===== config.mk =====
export PLATFORM = sky130hd
export DESIGN_NAME = hdm_lookup
export DESIGN_NICKNAME = d
export VERILOG_FILES = /design/src/rtl/hdm_lookup_pkg.sv /design/src/rtl/hdm_lookup_dp.sv /design/src/rtl/hdm_lookup_ctrl.sv /design/src/rtl/hdm_lookup.sv
export SDC_FILE = /design/constraint.sdc
export NUM_CORES = 1
export LEC_CHECK = 0
export CAP_MARGIN = 25
export CORE_AREA = 2 2 721 723
export CTS_CLUSTER_SIZE = 10
export DETAILED_ROUTE_END_ITERATION = 8
export DIE_AREA = 0 0 723 725
export PLACE_DENSITY = 0.3
export SKIP_CTS_REPAIR_TIMING = 1
export SKIP_LAST_GASP = 1
export SLEW_MARGIN = 30
export SYNTH_ARGS = -nofsm -noshare
export SYNTH_HDL_FRONTEND = slang
export SYNTH_SLANG_ARGS = --single-unit

===== constraint.sdc =====
create_clock -name clk -period 6.8 [get_ports clk]
set_clock_uncertainty 0.1 [all_clocks]
set_input_delay 1.36 -clock clk [delete_from_list [all_inputs] [get_ports clk]]
set_output_delay 1.36 -clock clk [all_outputs]
set_load 0.01 [all_outputs]

===== src/rtl/hdm_lookup_pkg.sv =====
package hdm_lookup_pkg;
  localparam int ADDR_W        = 64;
  localparam int WORD_W        = 32;
  localparam int PORT_W        = 8;
  localparam int CHUNK_LSB     = 28;
  localparam int FIELD_W       = 4;
  localparam int GRAN_LSB      = 0;
  localparam int WAYS_LSB      = 4;
  localparam int COMMIT_BIT    = 10;
  localparam int MIN_GRAN_LOG2 = 8;
  localparam int MAX_WAYS_ENC  = 3;
  localparam int SLOT_W        = 3;

  typedef struct packed {
    logic clear;
    logic step;
    logic finishHit;
    logic finishMiss;
  } seqCmd_t;

  typedef enum logic [0:0] {ST_IDLE, ST_SCAN} seqState_t;
endpackage


===== src/rtl/hdm_lookup_dp.sv =====
module hdm_lookup_dp
  import hdm_lookup_pkg::*;
#(
  parameter int NUM_DEC = 8
) (
  input  logic                               clk,
  input  logic                               rstN,
  input  seqCmd_t                            cmd,
  input  logic [ADDR_W-1:0]                  addrI,
  input  logic [FIELD_W-1:0]                 capCountI,
  input  logic [NUM_DEC-1:0][WORD_W-1:0]     baseLoI,
  input  logic [NUM_DEC-1:0][WORD_W-1:0]     baseHiI,
  input  logic [NUM_DEC-1:0][WORD_W-1:0]     sizeLoI,
  input  logic [NUM_DEC-1:0][WORD_W-1:0]     sizeHiI,
  input  logic [NUM_DEC-1:0][WORD_W-1:0]     ctrlI,
  input  logic [NUM_DEC-1:0][WORD_W-1:0]     listLoI,
  input  logic [NUM_DEC-1:0][WORD_W-1:0]     listHiI,
  output logic                               hitO,
  output logic                               lastO,
  output logic                               foundO,
  output logic [PORT_W-1:0]                  targetO
);
  localparam int IDX_W = (NUM_DEC > 1) ? $clog2(NUM_DEC) : 1;
  localparam int LOW_KEEP = WORD_W - CHUNK_LSB;

  logic [IDX_W-1:0]  idxQ, lastQ, lastNext;
  logic [ADDR_W-1:0] addrQ;
  logic              foundQ;
  logic [PORT_W-1:0] targetQ;

  logic [NUM_DEC-1:0][ADDR_W-1:0] baseVec;
  logic [NUM_DEC-1:0][ADDR_W-1:0] sizeVec;

  // Assemble each decoder's window words; low chunk bits are forced to zero.
  for (genvar g = 0; g < NUM_DEC; g++) begin : g_win
    assign baseVec[g] = {baseHiI[g], baseLoI[g][WORD_W-1 -: LOW_KEEP], {CHUNK_LSB{1'b0}}};
    assign sizeVec[g] = {sizeHiI[g], sizeLoI[g][WORD_W-1 -: LOW_KEEP], {CHUNK_LSB{1'b0}}};
  end

  // Count decode: 0 -> one decoder, n -> 2n decoders, clamped to the bank.
  int decCount;
  always_comb begin
    decCount = (capCountI == '0) ? 1 : 2 * int'(capCountI);
    if (decCount > NUM_DEC) decCount = NUM_DEC;
    lastNext = IDX_W'(decCount - 1);
  end

  // Range test for the decoder under examination.
  logic [ADDR_W-1:0] baseCur, sizeCur;
  logic [ADDR_W:0]   limitCur;
  assign baseCur  = baseVec[idxQ];
  assign sizeCur  = sizeVec[idxQ];
  assign limitCur = {1'b0, baseCur} + {1'b0, sizeCur};
  assign hitO     = ({1'b0, addrQ} >= {1'b0, baseCur}) && ({1'b0, addrQ} < limitCur);
  assign lastO    = (idxQ == lastQ);

  // Interleave slot selection.
  logic [WORD_W-1:0]   ctrlCur;
  logic [FIELD_W-1:0]  granEnc, waysEnc;
  logic [1:0]          waysEff;
  logic [ADDR_W-1:0]   chunkIdx;
  logic [SLOT_W-1:0]   slotMask, slot;
  logic [2*WORD_W-1:0] listCat;
  logic [PORT_W-1:0]   portSel;
  logic                committed;

  always_comb begin
    ctrlCur   = ctrlI[idxQ];
    granEnc   = ctrlCur[GRAN_LSB +: FIELD_W];
    waysEnc   = ctrlCur[WAYS_LSB +: FIELD_W];
    committed = ctrlCur[COMMIT_BIT];
    waysEff   = (int'(waysEnc) > MAX_WAYS_ENC) ? 2'(MAX_WAYS_ENC) : waysEnc[1:0];
    chunkIdx  = addrQ >> (MIN_GRAN_LOG2 + int'(granEnc));
    slotMask  = SLOT_W'((1 << waysEff) - 1);
    slot      = chunkIdx[SLOT_W-1:0] & slotMask;
    listCat   = {listHiI[idxQ], listLoI[idxQ]};
    portSel   = listCat[{slot, 3'b000} +: PORT_W];
  end

  always_ff @(posedge clk) begin
    if (!rstN) begin
      idxQ    <= '0;
      lastQ   <= '0;
      addrQ   <= '0;
      foundQ  <= 1'b0;
      targetQ <= '0;
    end else begin
      if (cmd.clear) begin
        idxQ    <= '0;
        lastQ   <= lastNext;
        addrQ   <= addrI;
        foundQ  <= 1'b0;
        targetQ <= '0;
      end else if (cmd.step) begin
        idxQ <= idxQ + 1'b1;
      end
      if (cmd.finishHit) begin
        foundQ  <= committed;
        targetQ <= committed ? portSel : '0;
      end else if (cmd.finishMiss) begin
        foundQ  <= 1'b0;
        targetQ <= '0;
      end
    end
  end

  assign foundO  = foundQ;
  assign targetO = targetQ;
endmodule


===== src/rtl/hdm_lookup_ctrl.sv =====
module hdm_lookup_ctrl
  import hdm_lookup_pkg::*;
(
  input  logic    clk,
  input  logic    rstN,
  input  logic    startI,
  input  logic    hitI,
  input  logic    lastI,
  output seqCmd_t cmd,
  output logic    doneO
);
  seqState_t stateQ, stateNext;
  logic      doneQ;

  always_comb begin
    cmd       = '0;
    stateNext = stateQ;
    unique case (stateQ)
      ST_IDLE: begin
        if (startI) begin
          cmd.clear = 1'b1;
          stateNext = ST_SCAN;
        end
      end
      ST_SCAN: begin
        if (hitI) begin
          cmd.finishHit = 1'b1;
          stateNext     = ST_IDLE;
        end else if (lastI) begin
          cmd.finishMiss = 1'b1;
          stateNext      = ST_IDLE;
        end else begin
          cmd.step = 1'b1;
        end
      end
      default: stateNext = ST_IDLE;
    endcase
  end

  always_ff @(posedge clk) begin
    if (!rstN) begin
      stateQ <= ST_IDLE;
      doneQ  <= 1'b0;
    end else begin
      stateQ <= stateNext;
      doneQ  <= cmd.finishHit | cmd.finishMiss;
    end
  end

  assign doneO = doneQ;
endmodule


===== src/rtl/hdm_lookup.sv =====
module hdm_lookup
  import hdm_lookup_pkg::*;
#(
  parameter int NUM_DEC = 8
) (
  input  logic                           clk,
  input  logic                           rstN,
  input  logic                           startI,
  input  logic [63:0]                    addrI,
  input  logic [3:0]                     capCountI,
  input  logic [NUM_DEC-1:0][31:0]       baseLoI,
  input  logic [NUM_DEC-1:0][31:0]       baseHiI,
  input  logic [NUM_DEC-1:0][31:0]       sizeLoI,
  input  logic [NUM_DEC-1:0][31:0]       sizeHiI,
  input  logic [NUM_DEC-1:0][31:0]       ctrlI,
  input  logic [NUM_DEC-1:0][31:0]       listLoI,
  input  logic [NUM_DEC-1:0][31:0]       listHiI,
  output logic                           doneO,
  output logic                           foundO,
  output logic [7:0]                     targetO
);
  seqCmd_t cmd;
  logic    hit, last;

  hdm_lookup_ctrl u_ctrl (
    .clk   (clk),
    .rstN  (rstN),
    .startI(startI),
    .hitI  (hit),
    .lastI (last),
    .cmd   (cmd),
    .doneO (doneO)
  );

  hdm_lookup_dp #(.NUM_DEC(NUM_DEC)) u_dp (
    .clk      (clk),
    .rstN     (rstN),
    .cmd      (cmd),
    .addrI    (addrI),
    .capCountI(capCountI),
    .baseLoI  (baseLoI),
    .baseHiI  (baseHiI),
    .sizeLoI  (sizeLoI),
    .sizeHiI  (sizeHiI),
    .ctrlI    (ctrlI),
    .listLoI  (listLoI),
    .listHiI  (listHiI),
    .hitO     (hit),
    .lastO    (last),
    .foundO   (foundO),
    .targetO  (targetO)
  );
endmodule


==> results of run 1 <==
-- layer usage --
layer  up-vias  global-route usage (%)
met5         -                       0
met4       146                    1.17
met3       484                    4.68
met2      1415                    14.5
met1      9786                    10.1
li1       8679                       -
-- cell usage after synthesis (16+ instances only) --
master,number
a21o_1,50
clkbuf_1,58
dfxtp_1,81
ha_1,109
a22o_1,73
mux4_2,286
buf_1,21
o21ai_0,24
xor2_1,16
a21oi_1,59
and2_1,42
o22ai_1,33
xnor2_1,21
inv_1,50
mux2i_1,86
nand4_1,16
nand2_1,218
buf_2,20
nor2_1,34
nand3_1,17
-- worst max path at each step --
| stage | startpoint | to | slack [ps] |
|---|---|---|---|
| CTS | baseLoI[188] | u_dp.targetO[1] | -1540 |
| finish | sizeLoI[252] | u_dp.targetO[1] | 10 |
| floorplan | u_dp.idxQ[0] | u_dp.targetO[0] | 50 |
| global route | sizeLoI[252] | u_dp.targetO[1] | -160 |
| global placement | sizeLoI[124] | u_dp.targetO[0] | -2080 |
| detailed placement | baseLoI[188] | u_dp.targetO[1] | -2020 |
-- area by class of cell --
| type | count | area share, % |
|---|---|---|
| repair buffers | 1488 | 37.9 |
| multi-input cells | 1206 | 34.6 |
| well taps | 6916 | 21.8 |
| flip-flops and latches | 81 | 4.11 |
| inverters | 51 | 0.582 |
| clock buffers | 10 | 0.576 |
| diodes | 52 | 0.327 |
| clock inverters | 6 | 0.167 |
-- state kept, by name, summed over array words and instances, names as in the netlist --
name	cells
u_dp.addrQ	64
u_dp.targetO	8
u_dp.idxQ	3
u_dp.lastQ	3
u_ctrl.doneO	1
u_ctrl.stateQ	1
u_dp.foundO	1
-- layout by cell type (no fill, tap or decap), drive strengths merged, types with 17 or more instances in the layout --
cell type / instances
mux4: 288
buf: 249
dfxtp: 81
inv: 52
xnor2: 21
clkbuf: 21
o21ai: 33
and2: 42
a21oi: 60
nor2: 34
a22o: 73
nand3: 17
o22ai: 33
nand2: 219
clkdlybuf4s50: 1124
dlymetal6s2s: 104
mux2i: 88
ha: 109
diode: 52
a21o: 50
-- worst min-delay path: stages, from the launching register on --
cell and delay, ps:
dfxtp_1 330, nand2_1 50, o21ai_0 60
-- kinds of logic (layout without fill, tap and decap cells) --
logic type               count (synthesis)  in the layout
AND/OR/NAND/NOR                        390            390
multiplexers                           379            379
AO/OA/AOI/OAI                          290            290
buffers and inverters                  163           1555
adder cells (fa/ha/maj)                110            110
flip-flops                              81             81
XOR/XNOR                                37             37
other                                    0             52
-- power by group through the flow --
stage               sequential (mW)  combinational [mW]  clock, mW
floorplan                     0.535               0.962          0
global placement              0.575                2.58          0
detailed placement            0.574                2.58          0
CTS                           0.564                2.60      0.664
global route                  0.565                2.86      0.655
finish                        0.558                2.67      0.598
-- metrics by stage --
step	utilization, %	power, mW	cell area [um^2]
final	7.70	3.83	39700
after global routing	7.68	4.08	39600
after CTS	7.47	3.83	38600
after detailed placement	7.42	3.16	38300
after global placement	7.41	3.16	38200
after floorplan	-	1.50	15400
==> metrics.txt, run 1 <==
Yosys top cell by area mux4_2; top layer in use met5; Clock transition at path regs 90 ps; Reg power frac 14.6%; Reg-to-Reg Start u_dp.idxQ[0]; largest family of logic cells by synthesized area multiplexers; vias post-DR 20,500; hold depth 2; final hold slack 385 ps; sequential area share after synthesis 10.6%; Nets 4,810; drt via density 2.09; Post-DRT Antenna Nets 0; Die Wd 723 um; clock insertion delay at the later pin of the skew report 420 ps; # setup viols final 0; pwr/cell area 96.2 nW/um^2; startpoint types primary input; WHS Endpoint u_dp.lastQ[2]; DP HPWL 225 mm; final cell count without fillers 9,810; total core area 516,000 um^2; Final TNS setup 0 ps; row count 264; drt first-iter violations 1,175; top-level I/O count 1,873; register area 1630 um^2; Clock Power Share 15.6%; CP Depth 26; share of cells above drive strength 1 25.5%; initial antenna violation count 303; Largest stage delay, worst path 480 ps; die span in y 725 um; clk buf depth 2; htree depth 3; WS Path Type primary input to flip-flop; crit path max fanout 8; mux contribution to synthesized area 48.5%; Comb power frac 69.8%; CP arrival 7000 ps; # clock sinks 81; crit path time final 6790 ps; initial core utilization 2.97%; CTS tree done; GRT Residual Overflow 0; Worst Tran Pin Value 954 ps; worst reg2reg setup slack 180 ps; Final WS setup 14.3 ps; Detail Route met3 WL 30.2 mm; Adder-Cell Fraction of Synth Area 9.04%; Yosys warnings 0; Synth area leaders mux4_2 (42%), dfxtp_1 (11%), ha_1 (8.9%), mux2i_1 (5.6%), nand2_1 (5.3%); largest net degree at the start of global routing 53; Final Wtd Congestion 0.867; Syn Area/Cell 10.6 um^2; simple-gate share of the synthesized area 11.8%; GRT Total Usage 8.76%; P&R area growth vs syn 160%; WL per Instance 24.4 um; clk root buf clkbuf_16; crit share post-route 99.8%; R2R depth 28; DRT Pass-1 Iters 6; M1 WL 93.8 mm; MaxCap Viol Count 0; metal2 WL 108 mm; XOR/XNOR share of the synthesized area 2.12%; first-pass GRT wire length 285 mm; CP top delay family compound AO/OA/AOI/OAI gates; Post-synth top flop dfxtp_1; synthesized instance count 1,450; full die area 524,000 um^2; Leak 13.2 nW; Post-Place Setup Slack -2020 ps; Fillers 60,300; reg-to-reg endpoint u_dp.targetO[1]; Max IR drop VDD 145 uV; Hold Vio Cnt, Final 0; critical path buffer and inverter count 3; Seq cells post-synth 81; DRC Markers 0; RSZ-0062 raised after global routing yes; synth unique cells 67; Syn Nets 3,423; DRT Wirelength 239 mm; CTS Buf Count 9; Async SR Flop Fraction 0%; final slew viol count 0; fmax 0.147 GHz; Internal 2.27 mW; Critical-path top delay cell mux4_2; vias in the first global route 21,400; fraction of synthesized cell area taken by the top area cell type 42.1%; Inst Count DP 9,733; multi-input logic area 13,800 um^2; Sw Pwr 1.56 mW; Max-slew headroom 36.4%; number of flops mapped to enable cells by yosys 0; status completed; Synth Area in Compound Gates 13.2%; CP Data Required Time 7020 ps; Syn Std Cell Area 15,300 um^2; Min-Delay Path Class flip-flop to flip-flop; Switching Fraction 40.8%; Port Buf Inserts 1,240; CP endpoint kind flip-flop; Hold Startpoint u_dp.lastQ[2]
(Power assumes the default switching activity.)
==> inputs of run 2 (changes only) <==
--- a/config.mk
+++ b/config.mk
@@ -10,6 +10,7 @@
 export CTS_CLUSTER_SIZE = 10
 export DETAILED_ROUTE_END_ITERATION = 8
 export DIE_AREA = 0 0 723 725
+export HOLD_SLACK_MARGIN = 0.1
 export PLACE_DENSITY = 0.3
 export SKIP_CTS_REPAIR_TIMING = 1
 export SKIP_LAST_GASP = 1
==> results of run 2 <==
Same layout as run 1: the final DEF is identical, and so are final timing and power.
